### config.mk
export PLATFORM = sky130hd
export DESIGN_NAME = frame_linear_vtg
export DESIGN_NICKNAME = d
export VERILOG_FILES = /design/src/rtl/frame_linear_vtg.sv
export SDC_FILE = /design/constraint.sdc
export NUM_CORES = 1
export LEC_CHECK = 0
export ABC_AREA = 0
export BUFFER_PORTS_ARGS = -buffer_cell sky130_fd_sc_hd__buf_2
export CELL_PAD_IN_SITES_DETAIL_PLACEMENT = 0
export CELL_PAD_IN_SITES_GLOBAL_PLACEMENT = 1
export CORE_ASPECT_RATIO = 0.6
export CORE_MARGIN = 2
export CORE_UTILIZATION = 51
export CTS_BUF_LIST = sky130_fd_sc_hd__clkbuf_4 sky130_fd_sc_hd__clkbuf_8 sky130_fd_sc_hd__clkbuf_16
export DETAILED_ROUTE_END_ITERATION = 6
export PLACE_DENSITY_LB_ADDON = 0.3
export SYNTH_ARGS = -nofsm -noshare
export SYNTH_HDL_FRONTEND = slang
export SYNTH_SLANG_ARGS = --single-unit
### constraint.sdc
create_clock -name clk -period 6.6 [get_ports clk]
set_input_delay 0.66 -clock clk [delete_from_list [all_inputs] [get_ports clk]]
set_output_delay 0.66 -clock clk [all_outputs]
set_load 0.02 [all_outputs]
### src/rtl/frame_linear_vtg.sv
module frame_linear_vtg #(
  parameter int HW = 16,
  parameter int DW = 24,
  parameter int AW = 3
) (
  input  logic          clk,
  input  logic          rst_n,
  input  logic          cfg_we,
  input  logic [AW-1:0] cfg_addr,
  input  logic [2*HW-1:0] cfg_wdata,
  input  logic          pix_valid,
  input  logic [DW-1:0] pix_data,
  output logic          hsync,
  output logic          vsync,
  output logic          de,
  output logic          frame_start,
  output logic [DW-1:0] pix_out
);
  localparam int FW = 2 * HW;
  localparam logic [DW-1:0] FILL_RST = DW'(8'hFF);

  logic          run;
  logic [FW-1:0] s_hctl, s_fper, s_vsw, s_dh, s_vst, s_vend;
  logic [DW-1:0] s_fill;
  logic [FW-1:0] a_hctl, a_fper, a_vsw, a_dh, a_vst, a_vend;
  logic [DW-1:0] a_fill;
  logic [HW-1:0] col;
  logic [FW-1:0] fcnt;

  wire [HW-1:0] line_len  = a_hctl[FW-1:HW];
  wire [HW-1:0] hs_width  = a_hctl[HW-1:0];
  wire [HW-1:0] col_first = a_dh[HW-1:0];
  wire [HW-1:0] col_last  = a_dh[FW-1:HW];
  wire          end_line  = (col == line_len - HW'(1));
  wire          end_frame = (fcnt == a_fper - FW'(1));
  wire          load      = !run || end_frame;

  always_ff @(posedge clk) begin
    if (!rst_n) begin
      run    <= 1'b0;
      s_hctl <= '0; s_fper <= '0; s_vsw <= '0; s_dh <= '0;
      s_vst  <= '0; s_vend <= '0; s_fill <= FILL_RST;
    end else if (cfg_we) begin
      case (cfg_addr)
        AW'(0): run    <= cfg_wdata[0];
        AW'(1): s_hctl <= cfg_wdata;
        AW'(2): s_fper <= cfg_wdata;
        AW'(3): s_vsw  <= cfg_wdata;
        AW'(4): s_dh   <= cfg_wdata;
        AW'(5): s_vst  <= cfg_wdata;
        AW'(6): s_vend <= cfg_wdata;
        default: s_fill <= cfg_wdata[DW-1:0];
      endcase
    end
  end

  always_ff @(posedge clk) begin
    if (!rst_n) begin
      a_hctl <= '0; a_fper <= '0; a_vsw <= '0; a_dh <= '0;
      a_vst  <= '0; a_vend <= '0; a_fill <= FILL_RST;
    end else if (load) begin
      a_hctl <= s_hctl; a_fper <= s_fper; a_vsw <= s_vsw; a_dh <= s_dh;
      a_vst  <= s_vst;  a_vend <= s_vend; a_fill <= s_fill;
    end
  end

  always_ff @(posedge clk) begin
    if (!rst_n || !run) begin
      col  <= '0;
      fcnt <= '0;
    end else begin
      col  <= end_line  ? '0 : col + HW'(1);
      fcnt <= end_frame ? '0 : fcnt + FW'(1);
    end
  end

  assign hsync       = run && (col < hs_width);
  assign vsync       = run && (fcnt < a_vsw);
  assign de          = run && (col >= col_first) && (col <= col_last)
                           && (fcnt >= a_vst) && (fcnt <= a_vend);
  assign frame_start = run && (fcnt == '0);
  assign pix_out     = de ? (pix_valid ? pix_data : a_fill) : '0;

  assert_idle_counters_R1: assert property (@(posedge clk) disable iff (!rst_n)
    ($past(!run) && !run) |-> (col == '0 && fcnt == '0));

  assert_col_step_R2: assert property (@(posedge clk) disable iff (!rst_n)
    (run && $past(run) && col != '0) |-> (col == $past(col) + HW'(1)));

  assert_frame_step_R3: assert property (@(posedge clk) disable iff (!rst_n)
    (run && $past(run) && fcnt != '0) |-> (fcnt == $past(fcnt) + FW'(1)));

  assert_start_single_R5: assert property (@(posedge clk) disable iff (!rst_n)
    (frame_start && a_fper > FW'(1) && cfg_we == 1'b0) |=> !frame_start || !run);

  assert_shadow_hold_R7: assert property (@(posedge clk) disable iff (!rst_n)
    (run && $past(run) && !$past(end_frame)) |-> ($stable(a_hctl) && $stable(a_fper) && $stable(a_dh)));
endmodule

* Word level (Yosys, flattened, before mapping)
Index checks and enable logic that the tools add are counted.
** Word-level totals
- Register bits after elaboration :: 481
- Input bits :: 63
- Output and inout port bits :: 28
** Cells by class
- $add $sub $neg :: 4
- Order comparisons :: 6
- Equality and inequality tests :: 8
- Multiplexer cells :: 2
- Bitwise gates (word level) :: 1
- Reduce and logical (&&, ||, !) cells :: 24
** Operator list (number)
- 24-bit 2-to-1 mux :: 2
- 32-bit by 1-bit adder with 32-bit output (second input constant) :: 1
- 32-bit equality test :: 1
- 32-bit greater-or-equal comparator :: 1
- 32-bit <= comparator :: 1
- 32-bit zero test :: 1
- 32-bit < comparator :: 1
- 32-bit by 1-bit subtractor with 32-bit output (second input constant) :: 1
- 16-bit by 1-bit adder with 16-bit output (second input constant) :: 1
- 16-bit equality test :: 1
- 16-bit greater-or-equal comparator :: 1
- 16-bit <= comparator :: 1
- 16-bit < comparator :: 1
- 2-bit AND reduction :: 8
- 16-bit by 1-bit subtractor with 16-bit output (second input constant) :: 1
- 3-bit equality test (second input constant) :: 3
- 1-bit logical AND :: 7
- 7-bit OR reduction :: 1
- 3-bit by 2-bit equality test with 1-bit output (second input constant) :: 2
- 2-bit OR reduction :: 2
- 3-bit by 1-bit equality test with 1-bit output (second input constant) :: 1
- 3-bit zero test :: 1
- 1-bit zero test :: 2
- 1-bit logical OR :: 2
- 1-bit NOT :: 1

* Logic depth before layout (Yosys ltp)
Gate-level depths: netlist of run 1.
- Depth in word-level cells :: 6
- Gate-level depth with buffers :: 13

* Worst setup path after synthesis of run 1
OpenSTA, ideal clock, no wires.
- Kind :: reg-to-output
- Start point :: reg col[0]
- End point :: out pix_out[14]
- Arrival time :: 2.847 ns
- Slack :: 3.093 ns
- Cell stages (with the launch flop) :: 13
- Buffers on the path :: 2
- Cells stage by stage :: dfxtp_1 clkbuf_1 inv_1 ha_1 nand2b_1 a21o_1 a21o_1 a21oi_1 o21ai_0 and3_1 o41ai_1 clkbuf_1 nor4_1
** On the way
- Longest elaborated chain between the ends :: 6
- Elaborated cells between the ends (all ways) :: 7
- Those cells by class :: order compare (2); mux (1); reduce/logical (4)
** Ends and longest elaborated chain
- start: declaration :: line 27 : logic [HW-1:0] col;
- start signal: assignment :: line 72 : col <= end_line ? '0 : col + HW'(1);
- 16-bit greater-or-equal comparator :: line 79 : assign de = run && (col >= col_first) && (col <= col_last)
- 1-bit logical AND :: line 79
- 1-bit logical AND (*) :: line 79
- 1-bit logical AND (*) (2 in a row) :: line 80 : && (fcnt >= a_vst) && (fcnt <= a_vend);
- 24-bit 2-to-1 mux (*) :: line 82 : assign pix_out = de ? (pix_valid ? pix_data : a_fill) : '0;
- end: declaration :: line 17 : output logic [DW-1:0] pix_out
Every way passes the cells marked *; elsewhere a longest branch is shown, timed or not.

* Final worst setup path of run 1
- Start point :: reg fcnt[0]
- End point :: out pix_out[6]
** On the way
- Longest elaborated chain between the ends :: 4
- Elaborated cells between the ends (all ways) :: 5
- Those cells by class :: order compare (2); mux (1); reduce/logical (2)
** Ends and longest elaborated chain
- start: declaration :: line 28 : logic [FW-1:0] fcnt;
- start signal: assignment :: line 73 : fcnt <= end_frame ? '0 : fcnt + FW'(1);
- 32-bit greater-or-equal comparator :: line 80
- 1-bit logical AND :: line 80
- 1-bit logical AND (*) :: line 80
- 24-bit 2-to-1 mux (*) :: line 82
Marked as above.

==> results of run 1 <==
==> synthesized netlist by cell type, drive strengths merged, types with 4 or more instances <==
library cell	instances
a211oi	9
a21boi	209
a21o	43
a21oi	46
a31oi	4
and3	44
and4	6
buf	30
clkbuf	148
dfxtp	481
ha	147
inv	163
mux2	25
mux2i	213
nand2	889
nand2b	12
nand3	65
nand4	36
nor2	66
nor2b	16
nor3	20
nor3b	4
nor4	45
o2111ai	5
o211ai	23
o21a	6
o21ai	24
o311ai	10
or3	4
or4	10
xnor2	64
xor2	46
==> per-layer routing <==
metal  vias to the layer above  track usage [%]  wire length [microns]
met5                         -                0                      0
met4                         0             7.79                   1800
met3                       105             5.51                   5300
met2                       523             39.5                  27600
met1                      9519             40.0                  33300
li1                       9819                -                      -
==> worst paths after layout <==
kind,endpoint,from,cells after the start,slack [ns]
hold / removal,s_hctl[31],cfg_wdata[31],3,0.42
setup reg to reg,a_fper[3],a_fper[0],10,2.17
hold reg to reg,a_vsw[10],s_vsw[10],2,0.45
setup / recovery,pix_out[6],fcnt[0],11,1.86
==> cell families (layout without fill, tap and decap cells) <==
kind of cell / count (synthesis) / after routing / share of synthesized area, %
DFF: 481 / 481 / 39.1
adders and majority gates: 147 / 147 / 7.47
AOI/OAI and AO/OA: 399 / 399 / 11.6
other: 0 / 1 / 0
muxes: 238 / 238 / 9.80
xor gates and xnor gates: 110 / 110 / 3.91
and+or+nand+nor: 1231 / 1231 / 21.6
buffers and inverters: 341 / 361 / 6.47
==> power groups by stage <==
stage / sequential, uW / combinational, uW / clock, uW
after floorplan: 3030 / 303 / 0
after global placement: 3040 / 441 / 0
after detailed placement: 3040 / 449 / 0
after CTS: 2980 / 451 / 2910
after global routing: 2980 / 496 / 3040
final: 2980 / 455 / 2860
==> metrics by stage <==
stage / hold slack, ns / utilization [%] / instance area [sq um] / setup WS, ns
after global routing: 0.413 / 56.2 / 26800 / 1.64
after global placement: 0.438 / 52.7 / 25200 / 2.51
final: 0.420 / 56.2 / 26800 / 1.86
after CTS: 0.408 / 56.2 / 26800 / 1.87
after detailed placement: 0.445 / 52.7 / 25200 / 2.34
after floorplan: 0.435 / - / 24600 / 3.09
==> sequential cells by signal, summed over array words and instances (netlist names), 32 cells and up <==
signal  cells
a_dh       32
a_fper     32
a_hctl     32
a_vend     32
a_vst      32
a_vsw      32
fcnt       32
s_dh       32
s_fper     32
s_hctl     32
s_vend     32
s_vst      32
s_vsw      32
==> area by class of cell <==
cell class                 count  area share (%)
antenna                        1         0.00934
sequential                   481            35.9
clock buffer                  60            4.86
multi-input combinational   2125            50.2
tap                          640            2.99
clock inverter                23            1.21
inverter                     163            2.28
timing repair buffer         115            2.51
==> worst min-delay path, cell delays in order <==
cell and delay (ns):
buf_2 0.15, nand2_1 0.06, a21boi_0 0.06
==> results_dict.tcl, run 1 <==
set metrics [dict create \
    run_status "complete, no violations" \
    fin_crit_sh_pct 71.9 \
    tightest_slew_ns 1.21 \
    core.rowCount 62 \
    die_h_microns 174 \
    finalHoldViolations 0 \
    yosys_register_bits 481 \
    regArea_sq_um 9630 \
    hpwl_microns 46300 \
    swShare_pct 24.2 \
    drt_pass1_iterations 5 \
    cts_sinks 481 \
    hold_class "input port to flip-flop" \
    clockBufferDepth 3 \
    nFillCells 4414 \
    grt_first_pass_wirelength_microns 107000 \
    grt_pass1_vias 18800 \
    yosysSeqAreaShare_pct 39.1 \
    wl_per_cell_microns 18.8 \
    slew_headroom_pct 18.9 \
    cts_resized 0 \
    cts_tree "built" \
    power.switching_uw 1530 \
    hold_buffers 0 \
    avgSynthCellArea_sq_um 8.35 \
    finalPower_uw 6290 \
    worstSetupEndpointType "output pin" \
    vias 20000 \
    ys_top_cells_by_area "dfxtp_1 (39%), nand2_1 (14%), mux2i_1 (8.7%)" \
    syn_area_sq_um 24600 \
    die_x_microns 288 \
    max_cap_viol_count 0 \
    cp_num_buf_inv 2 \
    seq_power_share_pct 47.3 \
    rsz0062_at_grt "no" \
    clk_latency_ns 0.57 \
    core_sq_um 47700 \
    layout-drive-gt1-share_pct 8.39 \
    max_freq_mhz 211 \
    vias_per_cell 5.53 \
    synth_top_cell_by_area "dfxtp_1" \
    synthArstFlopShare_pct 0 \
    finalNonFillerCells 3608 \
    synth-edff-count 0 \
    place_inst 3524 \
    critPathLaunchType "flip-flop" \
    fin_worst_skew_ns 0.0134 \
    syn_inst 2947 \
    final_common_cell "nand2_1" \
    syn_to_final_growth_pct 8.84 \
    path_delay_family "compound AO/OA/AOI/OAI gates" \
    worstPathArrival_ns 4.08 \
    antenna_found_initial 1 \
    synth_ff_type "dfxtp_1" \
    critPathSlowestCell "a211oi_4" \
    power.internal_uw 4770 \
    synth.top_cell.area_share_pct 39.1 \
    cellPowerDensity_nw_per_um2 235 \
    cts_setup_buffers 0 \
    period_minus_slack_ns 4.74 \
    ys_types 62 \
    cpMostUsedCell "a21o_1" \
    cpPeakStageDelay_ns 0.91 \
    critPathMaxFanout 25 \
    htreeDepth 2 \
    cp_data_required_time_ns 5.94 \
    nets 3141 \
    die_area_sq_um 50100 \
    path_class "flip-flop to output pin" \
    cts_root_buffer "clkbuf_16" \
    cts_made_buffers 45 \
    grt-ovfl-total 0 \
    clk_pin_slew_ns 0.07 \
    ios 91 \
    multi_input_area_sq_um 13500 \
    tns_ns 0 \
    setup_viol 0 \
    p_clk_share_pct 45.5 \
    mostFrequentLayoutCells "nand2_1 (889), dfxtp_1 (481), mux2i_1 (213), a21boi_0 (209), inv_1 (163)" \
    drv_slew 0 \
    drc_errors 0 \
    power.leakage_uw 0.00987 \
    ant_nets 0 \
    p_comb_share_pct 7.2 \
    io_buffers 90 \
    grt_max_degree 218 \
    grt_usage_pct 27.1 \
    initial_core_util_pct 51.6 \
    place_congestion 0.887 \
    synthesis.nets 3157 \
    drt-initial-drc-count 1448 \
    worstPathCellList "inv_1 > ha_1 > nand2b_1 > a21o_1 > a21o_1 > a21oi_1 > o2111ai_1 > a211o_1 > a211oi_4 > nor4_1 > buf_2" \
    synth_warnings 0 \
    ir_drop_uv 167 \
    postRouteWirelength_microns 68000 \
]
Power figures use the tool's default switching activity.
==> run 2: changes to the inputs <==
- ABC_AREA: 0 -> 1
- CORE_UTILIZATION: 51 -> 46
- clock period: 6.6 -> 4.73 ns (I/O delays scaled with it)
==> run 2 against run 1 <==
  * Clock skew up 0.012 ns
  * Synthesized cell count up 19%
  * Utilization down 4.8 points
  * Die area up 11%
  * Via count up 14%
  * Total power up 49%
  * Clock power up 38%
  * Combinational power up 150%
  * Setup slack worse by 1.1 ns
  * Sequential cell count unchanged
  * Non-clock buffer count up 11
==> results_dict.tcl, run 2 <==
set metrics [dict create \
    vias_per_cell 5.41 \
    wl_per_cell_microns 18.3 \
    dp_slack_ns 0.837 \
    rsz0062_at_grt "no" \
    max_cap_viol_count 0 \
    cts_root_buffer "clkbuf_16" \
    die_x_microns 303 \
    cts_tree "built" \
    initial_core_util_pct 46.8 \
    ios 91 \
    drt_pass1_iterations 5 \
    clockBufferDepth 3 \
    synth.top_cell.area_share_pct 39.0 \
    syn_to_final_growth_pct 9.67 \
    syn_inst 3506 \
    core.rowCount 65 \
    hold_buffers 0 \
    hpwl_microns 52400 \
    synth-edff-count 0 \
    run_status "complete, no violations" \
    grt-ovfl-total 0 \
    path_class "flip-flop to flip-flop" \
    cellPowerDensity_nw_per_um2 345 \
    grt_first_pass_wirelength_microns 119000 \
    synth_warnings 0 \
    cts_setup_buffers 0 \
    max_freq_mhz 250 \
    critPathLaunchType "flip-flop" \
    yosysMostFrequentCell "nor2_1" \
    die_h_microns 184 \
    postRouteWirelength_microns 77400 \
    yosys_register_bits 481 \
    hold_class "input port to flip-flop" \
    syn_area_sq_um 24700 \
    finalNonFillerCells 4225 \
    worstSetupEndpointType "flip-flop" \
    avgSynthCellArea_sq_um 7.05 \
    final_common_cell "nor2_1" \
    tightest_slew_ns 1.27 \
    core_sq_um 52800 \
    io_buffers 90 \
    ir_drop_uv 256 \
    synthArstFlopShare_pct 0 \
    cp_data_required_time_ns 5.18 \
    slew_headroom_pct 13.5 \
    fin_crit_sh_pct 84.6 \
    grt_max_degree 186 \
    drc_errors 0 \
    ant_nets 0 \
    power.leakage_uw 0.0119 \
    grt_pass1_vias 20300 \
    fin_worst_skew_ns 0.0253 \
    place_inst 4135 \
    cts_resized 0 \
    die_area_sq_um 55600 \
    synth_ff_type "dfxtp_1" \
    cts_sinks 481 \
    critPathMaxFanout 63 \
    ys_types 46 \
    worstPathArrival_ns 4.45 \
    tns_ns 0 \
    vias 22800 \
    antenna_found_initial 3 \
    clk_pin_slew_ns 0.06 \
    layout-drive-gt1-share_pct 9.49 \
    synthesis.nets 3716 \
    regToRegSetupSlack_ns 0.73 \
    setup_viol 0 \
    period_minus_slack_ns 4.00 \
    drv_slew 0 \
    finalHoldViolations 0 \
    mostFrequentLayoutCells "nor2_1 (824), dfxtp_1 (480), nand2_1 (472), inv_1 (329), nand3_1 (292)" \
    clk_latency_ns 0.59 \
    synth_top_cell_by_area "dfxtp_1" \
    grt_usage_pct 27.3 \
    ys_top_cells_by_area "dfxtp_1 (39%), nor2_1 (13%), ha_1 (7.4%)" \
    yosysSeqAreaShare_pct 39.0 \
    synth_common_cells "nor2_1 (829), dfxtp_1 (481), nand2_1 (472)" \
    setup_slack_ns 0.730 \
    place_congestion 0.895 \
    drt-initial-drc-count 2341 \
    htreeDepth 2 \
    nets 3691 \
    cts_made_buffers 47 \
]
==> run 2: layout make-up <==
type | count | area [sq um]
fillers | 5126 | 25700
multi-input cells | 2492 | 12900
flip-flops and latches | 481 | 9630
clock buffers | 68 | 1410
inverters | 333 | 1250
well taps | 703 | 880
repair buffers | 126 | 768
clock inverters | 19 | 203
diodes | 3 | 7.51
==> run 2: kinds of logic (layout without fill, tap and decap cells) <==
logic type                 after synthesis  count (layout)  synth area share (%)
other                                    0               3                     0
adders and majority gates              147             147                  7.44
DFF                                    481             481                  39.0
xor gates and xnor gates                83              83                  3.11
AOI/OAI and AO/OA                      573             573                  13.4
and+or+nand+nor                       1681            1681                  27.9
muxes                                    8               8                 0.324
buffers and inverters                  533             546                  8.81
==> run 2: path summary, 6_finish.rpt <==
path / startpoint / depth (start not counted) / endpoint
setup / recovery: a_fper[1] / 19 / a_fill[3]
hold / removal: cfg_addr[2] / 4 / run
setup reg to reg: a_fper[1] / 19 / a_fill[3]
hold reg to reg: s_vend[17] / 2 / a_vend[17]
==> run 2: per-stage QoR <==
step	total power [uW]	hold slack (ns)	area, sq um	util, %
6_report	9360	0.234	27100	51.3
5_1_grt	9720	0.254	27100	51.3
4_1_cts	9390	0.216	27100	51.3
3_5_place_dp	5460	0.460	25500	48.3
3_3_place_gp	5440	0.453	25500	48.3
2_1_floorplan	5100	0.429	24700	-
==> run 2: per-layer routing <==
layer	track usage [%]	part of all wire (%)
met5	0	0.034
met4	5.08	1.5
met3	4.29	8.5
met2	37.4	39
met1	44.1	51
==> run 2: critical path: stages (launching register included) <==
cell     delay [ns]
dfxtp_1        0.32
inv_1          0.10
ha_1           0.21
nand2_1        0.13
nor2_1         0.47
nand2_1        0.28
nor2_1         0.16
nand2_1        0.08
nand2_1        0.07
nand2_1        0.05
nand2_1        0.06
inv_1          0.04
nand2_1        0.05
nor2_1         0.07
nand3_4        0.13
buf_4          0.60
buf_4          0.61
nand2_2        0.21
nand2_1        0.14
nand3_1        0.07
==> run 2: power by group <==
group / leakage [uW] / switching, uW / internal (uW)
clock network: 0.000800 / 1710 / 2260
logic: 0.00719 / 754 / 377
registers: 0.00391 / 78.2 / 4190
